--- src/rtl/win_watchdog.sv ---
module win_watchdog #(
  parameter int CW        = 24,
  parameter int PULSE     = 16,
  parameter int DEF_OPEN  = 1638,
  parameter int DEF_CLOSE = 3277
) (
  input  logic          wd_clk,
  input  logic          wd_rst_n,
  input  logic          kick_in,
  input  logic          halt_in,
  input  logic          enable,
  input  logic          cfg_load,
  input  logic [CW-1:0] cfg_open,
  input  logic [CW-1:0] cfg_close,
  output logic          wd_reset,
  output logic [1:0]    fault_cause,
  output logic          cfg_error
);
  localparam int PW = $clog2(PULSE + 1);
  localparam logic [1:0] CAUSE_NONE  = 2'b00;
  localparam logic [1:0] CAUSE_EARLY = 2'b01;
  localparam logic [1:0] CAUSE_LATE  = 2'b10;

  logic [2:0]    kick_s;
  logic [1:0]    halt_s;
  logic          en_q;
  logic [CW-1:0] cnt, lim_open, lim_close;
  logic [PW-1:0] left;
  logic          trip;
  logic [1:0]    trip_code;

  wire kick_evt = kick_s[1] & ~kick_s[2];
  wire halted   = halt_s[1];

  always_ff @(posedge wd_clk or negedge wd_rst_n)
    if (!wd_rst_n) begin
      kick_s <= '0;
      halt_s <= '0;
    end else begin
      kick_s <= {kick_s[1:0], kick_in};
      halt_s <= {halt_s[0], halt_in};
    end

  always_comb begin
    trip      = 1'b0;
    trip_code = CAUSE_NONE;
    if (!halted) begin
      if (kick_evt) begin
        if (cnt < lim_open) begin
          trip = 1'b1;  trip_code = CAUSE_EARLY;
        end else if (cnt > lim_close) begin
          trip = 1'b1;  trip_code = CAUSE_LATE;
        end
      end else if (cnt >= lim_close) begin
        trip = 1'b1;  trip_code = CAUSE_LATE;
      end
    end
  end

  always_ff @(posedge wd_clk or negedge wd_rst_n)
    if (!wd_rst_n) begin
      lim_open  <= CW'(DEF_OPEN);
      lim_close <= CW'(DEF_CLOSE);
      cfg_error <= 1'b0;
    end else if (cfg_load) begin
      if (cfg_open < cfg_close) begin
        lim_open  <= cfg_open;
        lim_close <= cfg_close;
        cfg_error <= 1'b0;
      end else begin
        cfg_error <= 1'b1;
      end
    end

  always_ff @(posedge wd_clk or negedge wd_rst_n)
    if (!wd_rst_n) begin
      en_q        <= 1'b0;
      cnt         <= '0;
      left        <= '0;
      wd_reset    <= 1'b0;
      fault_cause <= CAUSE_NONE;
    end else begin
      en_q <= enable;
      if (!enable) begin
        cnt      <= '0;
        left     <= '0;
        wd_reset <= 1'b0;
      end else begin
        if (!en_q) fault_cause <= CAUSE_NONE;
        if (wd_reset) begin
          cnt <= '0;
          if (left == '0) wd_reset <= 1'b0;
          else            left     <= left - 1'b1;
        end else if (trip) begin
          wd_reset    <= 1'b1;
          left        <= PW'(PULSE - 1);
          fault_cause <= trip_code;
          cnt         <= '0;
        end else if (!halted) begin
          cnt <= kick_evt ? '0 : cnt + 1'b1;
        end
      end
    end
endmodule


--- config.mk ---
export PLATFORM = sky130hd
export DESIGN_NAME = win_watchdog
export DESIGN_NICKNAME = d
export VERILOG_FILES = /design/src/rtl/win_watchdog.sv
export SDC_FILE = /design/constraint.sdc
export NUM_CORES = 1
export LEC_CHECK = 0
export BUFFER_PORTS_ARGS = -buffer_cell sky130_fd_sc_hd__buf_2
export CORE_MARGIN = 5
export CORE_UTILIZATION = 27
export CTS_BUF_LIST = sky130_fd_sc_hd__clkbuf_8
export DETAILED_ROUTE_END_ITERATION = 6
export SLEW_MARGIN = 10
export SYNTH_ARGS = -nofsm -noshare
export SYNTH_HDL_FRONTEND = slang
export SYNTH_SLANG_ARGS = --single-unit
--- constraint.sdc ---
create_clock -name wd_clk -period 2.82 [get_ports wd_clk]
set_clock_uncertainty 0.2 [all_clocks]
set_input_delay 0.282 -clock wd_clk [delete_from_list [all_inputs] [get_ports wd_clk]]
set_output_delay 0.282 -clock wd_clk [all_outputs]
set_load 0.005 [all_outputs]
## Yosys cells after proc, flatten, opt, wreduce, memory -nomap -nowiden

Cells that the tools add are included.

- Multiplexer cells: 27
- Add/sub/neg operators: 2
- $mul: 0
- Equality and inequality tests: 3
- Magnitude comparators: 4
- Div/mod/pow operators: 0
- Reduce and logical (&&, ||, !) cells: 3
- Bitwise gates (word level): 2
- Shift operators: 0

Operators with widths:

| operator | count |
|---|---|
| 24-bit two-way mux | 5 |
| 24-bit < comparator | 2 |
| 24-bit by 1-bit adder with 24-bit output (second input constant) | 1 |
| 24-bit >= comparator | 1 |
| 24-bit greater-than comparator | 1 |
| 5-bit two-way mux | 4 |
| 2-bit two-way mux | 8 |
| 1-bit two-way mux | 10 |
| 5-bit logical NOT | 1 |
| 5-bit by 1-bit subtractor with 5-bit output (second input constant) | 1 |
| 4-bit by 3-bit != test with 1-bit output (second input constant) | 1 |
| 2-bit AND reduction | 2 |
| 3-bit by 1-bit != test with 1-bit output (second input constant) | 1 |
| 3-bit != test (second input constant) | 1 |
| 1-bit bitwise AND | 1 |
| 1-bit inverter | 1 |

- Word-level logic and storage cells: 51
- Bits in latches: 0
- Input bits: 54
- Memories kept: 0
- Register bits: 87
- ROM bits: 0
- Bits in writable memories: 0
- Output and inout port bits: 4

## Logic depth before layout (Yosys ltp)

- Depth after elaboration: 8
- Gate-level depth with buffers: 11
- Gate-level depth less buffers: 9

## Least setup slack after synthesis

OpenSTA, ideal clock, no wires.

- Kind: register to register
- Start: register lim_close[11]
- End: register cnt[11]
- Arrival: 2439 ps
- Setup slack: 99 ps
- Cell stages (with the launch flop): 12
- Data required time: 2538 ps
- Setup time: 82 ps
- Path buffers: 2
- Cells stage by stage: dfstp_2 > inv_1 > ha_1 > a21oi_1 > o21ai_0 > a221oi_1 > nor3_1 > nor4_4 > buf_2 > buf_2 > nand2_1 > a31oi_1

- Longest elaborated chain between the ends: 8

RTL lines:

| element | RTL line | source |
|---|---|---|
| start: declaration | 27 | `logic [CW-1:0] cnt, lim_open, lim_close;` |
| start signal: assignment | 63 | `lim_close <= CW'(DEF_CLOSE);` |
| start signal: assignment | 68 | `lim_close <= cfg_close;` |
| 24-bit greater-than comparator | 51 | `end else if (cnt > lim_close) begin` |
| 1-bit two-way mux | 51 |  |
| 1-bit two-way mux | 49 | `if (cnt < lim_open) begin` |
| 1-bit two-way mux (*) | 48 | `if (kick_evt) begin` |
| 1-bit two-way mux (*) | 47 | `if (!halted) begin` |
| 24-bit two-way mux | 94 | `end else if (trip) begin` |
| 24-bit two-way mux | 90 | `if (wd_reset) begin` |
| 24-bit two-way mux | 84 | `if (!enable) begin` |
| end signal: assignment | 100 | `cnt <= kick_evt ? '0 : cnt + 1'b1;` |
| end: declaration | 27 |  |

Every way passes the cells marked *; elsewhere a longest branch is shown, timed or not.
A chain may end at the register's enable or synchronous reset.

## Worst setup path after layout

- Start: register lim_open[2]
- End: register fault_cause[0]

- Longest elaborated chain between the ends: 6

RTL lines:

| element | RTL line | source |
|---|---|---|
| start: declaration | 27 |  |
| start signal: assignment | 62 | `lim_open <= CW'(DEF_OPEN);` |
| start signal: assignment | 67 | `lim_open <= cfg_open;` |
| 24-bit < comparator (*) | 49 |  |
| 2-bit two-way mux or 1-bit two-way mux (tied branches) | 49 |  |
| 2-bit two-way mux or 1-bit two-way mux (tied branches) | 48 |  |
| 2-bit two-way mux or 1-bit two-way mux (tied branches) | 47 |  |
| 2-bit two-way mux (*) | 94 |  |
| 2-bit two-way mux (*) | 90 |  |
| end signal: assignment | 97 | `fault_cause <= trip_code;` |
| end: declaration | 16 | `output logic [1:0] fault_cause,` |

Marks and branches as above.

==> flow_summary_export.csv <==
group,metric,value,unit
critical_path,path_cells,"inv_2 -> ha_4 -> a211o_1 -> a31oi_2 -> nor4_2 -> buf_4 -> o211ai_1 -> a311o_1 -> buf_4 -> and2_4 -> a31o_2",
critical_path,worstSetupEndpointType,"register",
status,outcome,"finished clean",
clocking,cts-root-buf,"clkbuf_8",
place,port_buffers,57,
floorplanning,dieArea,23040,um^2
cells_and_area,area_delta_synth_final,41.17,%
floorplanning,fp-row-count,51,
yosys,syn_nets,674,
floorplanning,fp.dieH,151.8,um
critical_path,cpMostUsedCell,"buf_4",
pwr,p_sw_frac,0.2802,
yosys,synthAdderAreaFrac,0.1683,
critical_path,r2r_cells,11,
critical_path,criticalPathCategory,"register to register",
yosys,syn_inst,547,
flow_run,cap_violations,0,
cells_and_area,mostFrequentLayoutCells,"dfrtp_1 (74), inv_1 (73), ha_1 (65), buf_4 (65), buf_2 (53)",
yosys,synth_xor_area_frac,0.006455,
yosys,yosys_warnings,0,
timing,fin_crit_sh,0.9783,
pwr,peakVddDrop,0.0001890,V
clocking,clk_pin_slew_worst_paths,90,ps
timing,hold_violations,0,
detailed_routing,first_pass_iters,6,
place,dp_hpwl,9.899,mm
clocking,htreeDepth,3,
timing,finalSetupViolations,0,
yosys,synth-edff-count,0,
critical_path,r2r-end,"fault_cause[0]$_DFFE_PN0P_",
critical_path,worst-path-buf-inv,3,
yosys,yosysSeqAreaShare,0.4041,
yosys,synth-seq-cells,87,
detailed_routing,viasPerCell,4.635,
floorplanning,initial_core_util,0.2762,
pwr,powerDensity,440.0,nW/um^2
critical_path,crit_required,2890,ps
detailed_routing,drc,0,
critical_path,crit_family,"compound AO/OA/AOI/OAI gates",
yosys,netlist_area,5428,um^2
place,place_congestion,0.7889,
pwr,p_int,2.427,mW
yosys,async_flop_share,1.000,
detailed_routing,wirelength,14.11,mm
timing,rsz0062_at_grt,"yes",
clocking,cts.path.max_buffers,2,
worst_hold_path,hold_depth,2,
global_routing,overflow,0,
detailed_routing,wire_per_inst,14.15,um
pwr,power_frac_comb,0.267,
floorplanning,die_width,151.8,um
critical_path,critPathSlowestCell,"dfstp_2",
place,dpl_worst_slack,-187.8,ps
timing,slew-limit-headroom,0.4820,
global_routing,grt_usage,0.1203,
worst_hold_path,hold_end,"cfg_error$_DFFE_PN0P_",
worst_hold_path,min_from,"cfg_load",
critical_path,crit_arrival,2830,ps
clocking,numClockSinks,87,
detailed_routing,vias,4621,
cells_and_area,layout-drive-gt1-share,0.3019,
yosys,syn_avg_cell_area,9.923,um^2
critical_path,critPathMaxStageDelay,550,ps
detailed_routing,drt_iter0_markers,204,
detailed_routing,ant_nets,0,
yosys,synth_compound_area_frac,0.1487,
yosys,ys.flop_type,"dfrtp_1",
pwr,power_frac_seq,0.443,
critical_path,r2r_start,"lim_open[2]$_DFFE_PN1P_",
global_routing,antenna_found_initial,0,
critical_path,r2r_slack,60,ps
global_routing,grt_max_degree,61,
yosys,synth.distinct_cells,50,
timing,setup_slack,61.11,ps
pwr,finalPower,3.371,mW
critical_path,cp-start-kind,"register",
yosys,synthSimpleGateAreaFrac,0.1118,
yosys,synth_top_family_by_area,"adder cells",
clocking,clk_latency,380,ps
timing,tightestPinTransition,777.1,ps
timing,layout_min_cycle_time,2759,ps
clocking,cts_made_buffers,9,
yosys,muxShareOfSynthArea,0.09428,
cells_and_area,final_common_cell,"dfrtp_1",
global_routing,grt_pass1_wl,22.04,mm
pwr,p_sw,0.9444,mW
floorplanning,io_pins,58,
timing,setup_tns,0,ps
floorplanning,core_area,19650,um^2
cells_and_area,finalNetCount,854,
global_routing,grt_pass1_vias,4521,
timing,fmax,362.5,MHz
pwr,p_leak,3.783,nW
cells_and_area,antenna_cells,0,
timing,drv_slew,0,
critical_path,crit_fanout,2,
worst_hold_path,hold_class,"primary input to register",
clocking,cts_tree,"yes",
pwr,p_clk_frac,0.290,
[power by group through the flow]
| stage | clock [mW] | combinational (mW) | sequential (mW) |
|---|---|---|---|
| after floorplan | 0 | 0.448 | 1.50 |
| after global placement | 0 | 0.712 | 1.51 |
| after detailed placement | 0 | 0.727 | 1.52 |
| after CTS | 1.01 | 0.787 | 1.49 |
| after global routing | 1.07 | 1.02 | 1.51 |
| final | 0.977 | 0.901 | 1.49 |
[sequential cells by signal (all words and copies together) (netlist names)]
name,cells
cfg_error,1
cnt,24
en_q,1
fault_cause,2
halt_s,2
kick_s,3
left,5
lim_close,24
lim_open,24
wd_reset,1
[metal layers]
| metal | global-route usage | share of wire | routed length [um] | up-vias |
|---|---|---|---|---|
| li1 | - | - | - | 2332 |
| met1 | 0.1620 | 0.47 | 6565 | 2188 |
| met2 | 0.1960 | 0.48 | 6738 | 80 |
| met3 | 0.02290 | 0.037 | 518 | 21 |
| met4 | 0.03729 | 0.020 | 288 | 0 |
| met5 | 0 | 0 | 0 | - |
[cells by family after synthesis]
logic type | after synthesis
compound gates | 125
simple gates | 118
buf+inv | 92
flops | 87
fa+ha+maj | 73
mux | 48
xor+xnor | 4
[stage by stage]
step | hold WS [ps] | util | instance area [um^2] | std cells
3_3_place_gp | 136.2 | 0.3294 | 6474 | 914
6_report | 19.15 | 0.3899 | 7662 | 997
3_5_place_dp | 139.6 | 0.3294 | 6474 | 914
4_1_cts | 8.820 | 0.3667 | 7207 | 980
5_1_grt | 5.435 | 0.3899 | 7662 | 997
2_1_floorplan | -213.6 | - | 5428 | 547
[cell usage after synthesis, types with 4 or more instances]
cell / count / share of area
a21oi_1: 31 / 0.029
a31oi_1: 24 / 0.028
a21o_1: 8 / 0.011
nand2_1: 35 / 0.024
nand2b_1: 9 / 0.010
mux2_2: 25 / 0.052
ha_1: 73 / 0.17
o211ai_1: 7 / 0.0097
dfrtp_1: 74 / 0.34
inv_1: 79 / 0.055
o21ai_0: 24 / 0.022
mux2i_1: 23 / 0.042
nor2_1: 20 / 0.014
nor3_1: 5 / 0.0046
nand3_1: 16 / 0.015
nand4_1: 14 / 0.016
and3_1: 5 / 0.0058
a41oi_1: 4 / 0.0065
buf_2: 6 / 0.0055
dfstp_2: 13 / 0.063
a211oi_1: 5 / 0.0069
clkbuf_1: 6 / 0.0041
[area by class of cell]
cell class | instances | area, um^2
Fill cell | 1939 | 11990
Multi-Input combinational cell | 368 | 3088
Sequential cell | 87 | 2193
Timing Repair Buffer | 182 | 1525
Tap cell | 265 | 331.6
Inverter | 79 | 296.5
Clock buffer | 14 | 192.7
Clock inverter | 2 | 35.03
[how the worst max path moves through the flow]
stage                         startpoint                    endpoint  cells after the start
2_1_floorplan  lim_close[11]$_DFFE_PN1P_         cnt[11]$_DFFE_PN0P_                     11
3_3_place_gp                 cfg_open[9]     lim_open[0]$_DFFE_PN0P_                     11
3_5_place_dp                 cfg_open[9]     lim_open[4]$_DFFE_PN0P_                     11
4_1_cts        lim_close[10]$_DFFE_PN1P_         cnt[23]$_DFFE_PN0P_                     12
5_1_grt              cnt[15]$_DFFE_PN0P_         cnt[23]$_DFFE_PN0P_                     10
6_report         lim_open[2]$_DFFE_PN1P_  fault_cause[0]$_DFFE_PN0P_                     11
[repair_timing]
action,in CTS,in global routing
pin swaps,1,27
gates resized for setup,2,43
endpoints found under the setup margin,18,65
setup buffers,1,16
gates cloned,0,6
hold buffers,49,0
endpoints found under the hold margin,93,0
No activity file was read; power rests on OpenSTA's default activity.
